`src/rtl/synth_cfg_pkg.sv`:
```
package synth_cfg_pkg;
   localparam int REF_RW     = 14;
   localparam int SWAL_W     = 7;
   localparam int MAIN_W     = 11;
   localparam int REF_WORD_W = REF_RW + 4;
   localparam int DIV_WORD_W = MAIN_W + SWAL_W + 1;
   localparam int SR_W       = (REF_WORD_W > DIV_WORD_W) ? REF_WORD_W : DIV_WORD_W;

   typedef struct packed {
      logic              mon_sel;
      logic              run_en;
      logic              pre_small;
      logic [REF_RW-1:0] ratio;
   } ref_cfg_t;

   typedef struct packed {
      logic [MAIN_W-1:0] main;
      logic [SWAL_W-1:0] swal;
   } div_cfg_t;
endpackage

```
`src/rtl/scl_sync.sv`:
```
module scl_sync #(
   parameter int STAGES = 2
) (
   input  logic clk,
   input  logic rst_n,
   input  logic din,
   output logic lvl,
   output logic rise
);
   if (STAGES < 2) begin : g_bad_depth
      $error("scl_sync needs at least two stages");
   end

   logic [STAGES-1:0] chain;
   logic              last;

   always_ff @(posedge clk or negedge rst_n) begin
      if (!rst_n) begin
         chain <= '0;
         last  <= 1'b0;
      end else begin
         chain <= {chain[STAGES-2:0], din};
         last  <= chain[STAGES-1];
      end
   end

   assign lvl  = chain[STAGES-1];
   assign rise = chain[STAGES-1] & ~last;
endmodule

```
`src/rtl/scl_shreg.sv`:
```
module scl_shreg #(
   parameter int W = 19
) (
   input  logic         clk,
   input  logic         rst_n,
   input  logic         shift_en,
   input  logic         din,
   output logic [W-1:0] q
);
   if (W < 2) begin : g_bad_width
      $error("scl_shreg width too small");
   end

   always_ff @(posedge clk or negedge rst_n) begin
      if (!rst_n)        q <= '0;
      else if (shift_en) q <= {q[W-2:0], din};
   end


   shift_in_chk: assert property (@(posedge clk) disable iff (!rst_n)
      shift_en |=> q[0] == $past(din));

   shift_hold_chk: assert property (@(posedge clk) disable iff (!rst_n)
      !shift_en |=> $stable(q));
endmodule

```
`src/rtl/scl_latch.sv`:
```
module scl_latch
   import synth_cfg_pkg::*;
#(
   parameter int REF_MIN  = 6,
   parameter int MAIN_MIN = 5
) (
   input  logic            clk,
   input  logic            rst_n,
   input  logic            load,
   input  logic [SR_W-1:0] sr,
   output ref_cfg_t        ref_q,
   output div_cfg_t        div_q,
   output logic            err_q
);
   if (REF_MIN < 1 || REF_MIN >= (1 << REF_RW)) begin : g_bad_ref
      $error("REF_MIN out of field range");
   end
   if (MAIN_MIN < 1 || MAIN_MIN >= (1 << MAIN_W)) begin : g_bad_main
      $error("MAIN_MIN out of field range");
   end

   ref_cfg_t ref_cand;
   div_cfg_t div_cand;
   logic     sel_ref;
   logic     ref_ok;
   logic     div_ok;

   assign sel_ref  = sr[0];
   assign ref_cand = ref_cfg_t'(sr[REF_WORD_W-1:1]);
   assign div_cand = div_cfg_t'(sr[DIV_WORD_W-1:1]);
   assign ref_ok   = int'(ref_cand.ratio) >= REF_MIN;
   assign div_ok   = int'(div_cand.main) >= MAIN_MIN;

   always_ff @(posedge clk or negedge rst_n) begin
      if (!rst_n) begin
         ref_q <= '{mon_sel: 1'b0, run_en: 1'b0, pre_small: 1'b0,
                    ratio: REF_RW'(REF_MIN)};
         div_q <= '{main: MAIN_W'(MAIN_MIN), swal: '0};
         err_q <= 1'b0;
      end else if (load) begin
         if (sel_ref) begin
            if (ref_ok) ref_q <= ref_cand;
            else        err_q <= 1'b1;
         end else begin
            if (div_ok) div_q <= div_cand;
            else        err_q <= 1'b1;
         end
      end
   end


   div_hold_chk: assert property (@(posedge clk) disable iff (!rst_n)
      (load && sr[0]) |=> $stable(div_q));

   ref_hold_chk: assert property (@(posedge clk) disable iff (!rst_n)
      (load && !sr[0]) |=> $stable(ref_q));

   ref_reject_chk: assert property (@(posedge clk) disable iff (!rst_n)
      (load && sr[0] && int'(sr[REF_RW:1]) < REF_MIN) |=> ($stable(ref_q) && err_q));

   div_reject_chk: assert property (@(posedge clk) disable iff (!rst_n)
      (load && !sr[0] && int'(sr[DIV_WORD_W-1:SWAL_W+1]) < MAIN_MIN) |=> ($stable(div_q) && err_q));

   err_sticky_chk: assert property (@(posedge clk) disable iff (!rst_n)
      err_q |=> err_q);

   no_load_chk: assert property (@(posedge clk) disable iff (!rst_n)
      !load |=> ($stable(ref_q) && $stable(div_q)));
endmodule

```
`src/rtl/synth_cfg_loader.sv`:
```
module synth_cfg_loader
   import synth_cfg_pkg::*;
#(
   parameter int SYNC_STAGES = 2,
   parameter int REF_MIN     = 6,
   parameter int MAIN_MIN    = 5
) (
   input  logic              clk,
   input  logic              rst_n,
   input  logic              ser_clk,
   input  logic              ser_data,
   input  logic              ser_le,
   output logic [REF_RW-1:0] ref_ratio,
   output logic              pre_small,
   output logic              run_en,
   output logic              mon_sel,
   output logic [MAIN_W-1:0] main_ratio,
   output logic [SWAL_W-1:0] swallow,
   output logic              cfg_err
);
   localparam int N_LINES = 3;

   logic [N_LINES-1:0] raw_in;
   logic [N_LINES-1:0] lvl_s;
   logic [N_LINES-1:0] rise_s;
   logic [SR_W-1:0]    sr;
   ref_cfg_t           ref_q;
   div_cfg_t           div_q;

   assign raw_in = {ser_le, ser_data, ser_clk};

   for (genvar i = 0; i < N_LINES; i++) begin : g_sync
      scl_sync #(.STAGES(SYNC_STAGES)) u_sync (
         .clk (clk),
         .rst_n (rst_n),
         .din (raw_in[i]),
         .lvl (lvl_s[i]),
         .rise (rise_s[i])
      );
   end

   scl_shreg #(.W(SR_W)) u_shreg (
      .clk (clk),
      .rst_n (rst_n),
      .shift_en (rise_s[0]),
      .din (lvl_s[1]),
      .q (sr)
   );

   scl_latch #(.REF_MIN(REF_MIN), .MAIN_MIN(MAIN_MIN)) u_latch (
      .clk (clk),
      .rst_n (rst_n),
      .load (rise_s[2]),
      .sr (sr),
      .ref_q (ref_q),
      .div_q (div_q),
      .err_q (cfg_err)
   );

   assign ref_ratio  = ref_q.ratio;
   assign pre_small  = ref_q.pre_small;
   assign run_en     = ref_q.run_en;
   assign mon_sel    = ref_q.mon_sel;
   assign main_ratio = div_q.main;
   assign swallow    = div_q.swal;


   floor_ref_chk: assert property (@(posedge clk) disable iff (!rst_n)
      int'(ref_ratio) >= REF_MIN);

   floor_main_chk: assert property (@(posedge clk) disable iff (!rst_n)
      int'(main_ratio) >= MAIN_MIN);
endmodule

```
`config.mk`:
```
export PLATFORM = sky130hd
export DESIGN_NAME = synth_cfg_loader
export DESIGN_NICKNAME = d
export VERILOG_FILES = /design/src/rtl/synth_cfg_pkg.sv /design/src/rtl/scl_sync.sv /design/src/rtl/scl_shreg.sv /design/src/rtl/scl_latch.sv /design/src/rtl/synth_cfg_loader.sv
export SDC_FILE = /design/constraint.sdc
export NUM_CORES = 1
export LEC_CHECK = 0
export BUFFER_PORTS_ARGS = -buffer_cell sky130_fd_sc_hd__buf_2
export CAP_MARGIN = 0
export CORE_ASPECT_RATIO = 1.25
export CORE_MARGIN = 2
export CORE_UTILIZATION = 35
export DETAILED_ROUTE_END_ITERATION = 6
export REMOVE_ABC_BUFFERS = 1
export SETUP_SLACK_MARGIN = 0.1
export SLEW_MARGIN = 30
export SYNTH_ARGS = -nofsm -noshare
export SYNTH_HDL_FRONTEND = slang
export SYNTH_SLANG_ARGS = --single-unit
```
`constraint.sdc`:
```
create_clock -name clk -period 6.95 [get_ports clk]
set_input_delay 1.39 -clock clk [delete_from_list [all_inputs] [get_ports clk]]
set_output_delay 1.39 -clock clk [all_outputs]
set_load 0.01 [all_outputs]
```
==> results <==
- The first TritonRoute pass finished after 6 iterations.
- The portion of netlist area occupied by mux cells is 18.2%.
- In this design, the stage delay of the slowest critical-path cell is 0.74 ns.
- The final worst slack is 4.35 ns.
- After detailed placement, the design holds a cell count of 266.
- Of all nets on the critical path, the largest fanout is 10.
- The synthesized netlist devotes 0% of its cell area to XOR and XNOR gates.
- The congestion estimate from routability-driven global placement came to 0.724.
- The endpoint required time on the critical path is 7.17 ns.
- The proportion of layout cells with a drive suffix above 1 is 53.6%.
- Excluding fillers, the count of instances in the completed layout stands at 281.
- Dividing the detail-routed wire length by the instance count gives 15.6 um.
- Counting every instance in the synthesized netlist gives 142.
- The final hold violation count is 0.
- The growth of design area from synthesis to finish is 20.8%.
- Across every metal layer, demand over resource in global routing totals 12.9%.
- The clock root buffer master is clkbuf_8.
- At the worst endpoint, the arrival time is 2.82 ns.
- CTS built an H-tree with a depth of 3.
- Setup repair after global routing left no endpoint under its margin.
- The netlist uses 27 different library cells.
- The total number of yosys warnings is 0.
- A synthesized cell averages 16.6 sq um.
- Prior to clock tree synthesis, the placed netlist has a worst setup slack of 4.34 ns.
- In this run, post-CTS hold repair placed 0 buffers.
- The flow ran to the end, and the final reports show no timing, DRC or antenna violations.
- The area share of and/or/nand/nor cells after synthesis is 3.13%.
- The clock transition at the registers of the reported paths is 0.06 ns.
- Detailed placement ended at an HPWL of 2760 um.
- In this run the cell area of the synthesized design comes to 2350 sq um.
- The share of Yosys cell area claimed by the top area cell type is 62.7%.
- The die boundary width is 77.4 um.
- The die boundary height is 95.7 um.
- The maximum number of pins on one net before global-route repair is 64.
- In the synthesized netlist the dominant register cell turns out to be dfrtp_1.
- The peak supply drop is 224 uV.
- The worst relative slew slack is 39.4%.
- The DRC violations left is 0.
- The peak clock frequency supported by timing is 385 MHz.
- The final critical-path share of the clock period is 37.4%.
- The nature of the critical path endpoint is a flip-flop.
- The initial antenna violation count came to 0.
- The setup fix buffers added after clock tree synthesis is 0.
- The layout net count is 195.
- The critical path goes through or4_1 > o41ai_4 > buf_4 > mux2_2.
- Post-CTS repair changed the size of 0 cells.
- Summing over every cut layer, the via total after detailed routing is 1349.
- The total number of clock tree sinks is 63.
- Across the run, the number of max-cap violations was 0.
- Summing all placed instances gives a cell area of 2650 sq um.
- The fraction of the mapped netlist area in adder cells is 0%.
- Sequential elements use 67.2% of the synthesized area.
- The power density normalized to cell area is 420 nW/um^2.
- Clock tree synthesis inserted a total of 9 buffers.
- In this run the tool buffered the top-level ports with 40 buffer cells.
- The floorplan step defined a core boundary enclosing 6520 sq um.
- The post-synthesis sequential element count is 63.
- The full die area is 7400 sq um.
- The number of top-level pins is 41.
- The minimum clock period after layout is 2.60 ns.
- The cell with the largest stage delay on the worst path is o41ai_4.
- The number of fill cells in the layout is 631.
- The class of the worst hold path is reg -> reg.
- The sum of routed wire length over all layers is 4380 um.
- The cell leakage power is 1.43 nW.
- The maximum root-to-sink buffer count is 2.
- The overflow left after global routing is 0.
- The count of pins over their slew limit is 0.
- Setup violations remaining at the end of the flow were counted as 0.
- The total number of placement rows is 33.
- The finished cells cover 2850 sq um.
- For the pin with the worst max-slew slack, the measured transition is 0.909 ns.
- The async set-or-reset flop fraction in the synthesized netlist is 100%.
- The initial utilization of the core area, before any placement, comes to 36.1%.
- The share of the synthesized area in compound gates (AO/OA/AOI/OAI) is 9.30%.
- The via count of the first global-routing pass came to 1388.
- The global-route wire length before repair is 7180 um.
- The main combinational cell family by area after synthesis is multiplexers.
- The clock latency on the worst-skew pair is 0.33 ns.
- TritonCTS built the clock tree.
- Dividing the detail-routed via count by the number of cells gives 4.80.
- The aggregate negative setup slack is 0 ns.
- The post-synthesis cell type with the largest combined area is dfrtp_1.
- The critical path's top delay family is compound AO/OA/AOI/OAI gates.
- The critical path launch point type is a flip-flop.
- In this run the remaining antenna-violating nets after routing total 0.
- By area the synthesized netlist is led by dfrtp_1 (63%), mux2_2 (16%), a22o_1 (5.2%).
- The count of flip-flops with a built-in enable after synthesis is 0.
- The worst clock skew on the final layout is 0.00812 ns.
- The number of buffers and inverters on the critical path is 1.
- The DRC marker count from the first detailed-route iteration is 66.
- The number of antenna diodes in the final layout is 0.
- The kind of critical path is reg -> reg.
-- cell usage after synthesis (all sizes together) (2+ instances only) --
cell type  count
dfrtp         59
or4            3
mux2          37
dfstp          4
buf            4
inv            2
clkbuf         3
a22o          15
-- through the flow --
stage	util, %	hold slack [ns]	total power, mW
after floorplan	-	0.331	0.762
after global placement	40.6	0.334	0.888
after detailed placement	40.6	0.337	0.893
after CTS	43.6	0.353	1.21
after global routing	43.6	0.357	1.27
final	43.6	0.350	1.19
-- kinds of logic after synthesis --
kind of cell	after synthesis
AOI/OAI and AO/OA	22
buffers and inverters	9
DFF	63
muxes	37
and+or+nand+nor	11
-- cell type report --
| type | instances | area [sq um] | area share (%) |
|---|---|---|---|
| flip-flops and latches | 63 | 1580 | 55.6 |
| multi-input cells | 70 | 721 | 25.3 |
| clock buffers | 11 | 151 | 5.32 |
| inverters | 2 | 7.51 | 0.264 |
| clock inverters | 4 | 45.0 | 1.58 |
| well taps | 87 | 109 | 3.83 |
| repair buffers | 44 | 230 | 8.09 |
-- state kept, by name (all words and copies together) (netlist names) --
name                 flops
g_sync.u_sync.chain      6
u_shreg.q               19
u_latch.err_q            1
u_latch.div_q           18
g_sync.u_sync.last       2
u_latch.ref_q           17
-- path summary, 6_finish.rpt --
path | start | endpoint | slack, ns | depth (start not counted)
min in group asynchronous | rst_n | u_latch.div_q[1] | 1.22 | 2
max reg2reg | u_shreg.q[14] | u_latch.ref_q[0] | 4.35 | 4
max | u_shreg.q[14] | u_latch.ref_q[0] | 4.35 | 4
max in group asynchronous | rst_n | u_latch.div_q[3] | 5.21 | 2
min reg2reg | g_sync[0].u_sync.chain[0] | g_sync[0].u_sync.chain[1] | 0.35 | 0
min | g_sync[0].u_sync.chain[0] | g_sync[0].u_sync.chain[1] | 0.35 | 0
-- routing by layer --
metal / global-route usage (%) / routed length, um
met4: 7.59 / 67
met2: 19.3 / 2160
met5: 0 / 0
met1: 16.5 / 1980
met3: 4.03 / 167
-- power breakdown --
| part | internal [mW] | switching (mW) |
|---|---|---|
| registers | 0.488 | 0.0894 |
| logic | 0.160 | 0.144 |
| clock network | 0.181 | 0.132 |
| total | 0.829 | 0.366 |
-- layout by cell type, fill, tap and decap left out, types with 2 or more instances in the layout --
| cell type | Yosys | routed |
|---|---|---|
| a22o_1 | 14 | 14 |
| buf_2 | 0 | 40 |
| buf_4 | 1 | 4 |
| clkbuf_8 | 0 | 11 |
| clkinv_2 | 0 | 3 |
| dfrtp_1 | 59 | 59 |
| dfstp_2 | 4 | 4 |
| inv_1 | 2 | 2 |
| mux2_2 | 34 | 34 |
| mux2_4 | 3 | 3 |
| or4_1 | 3 | 3 |
Note: power is estimated with default switching activity, not from simulation.
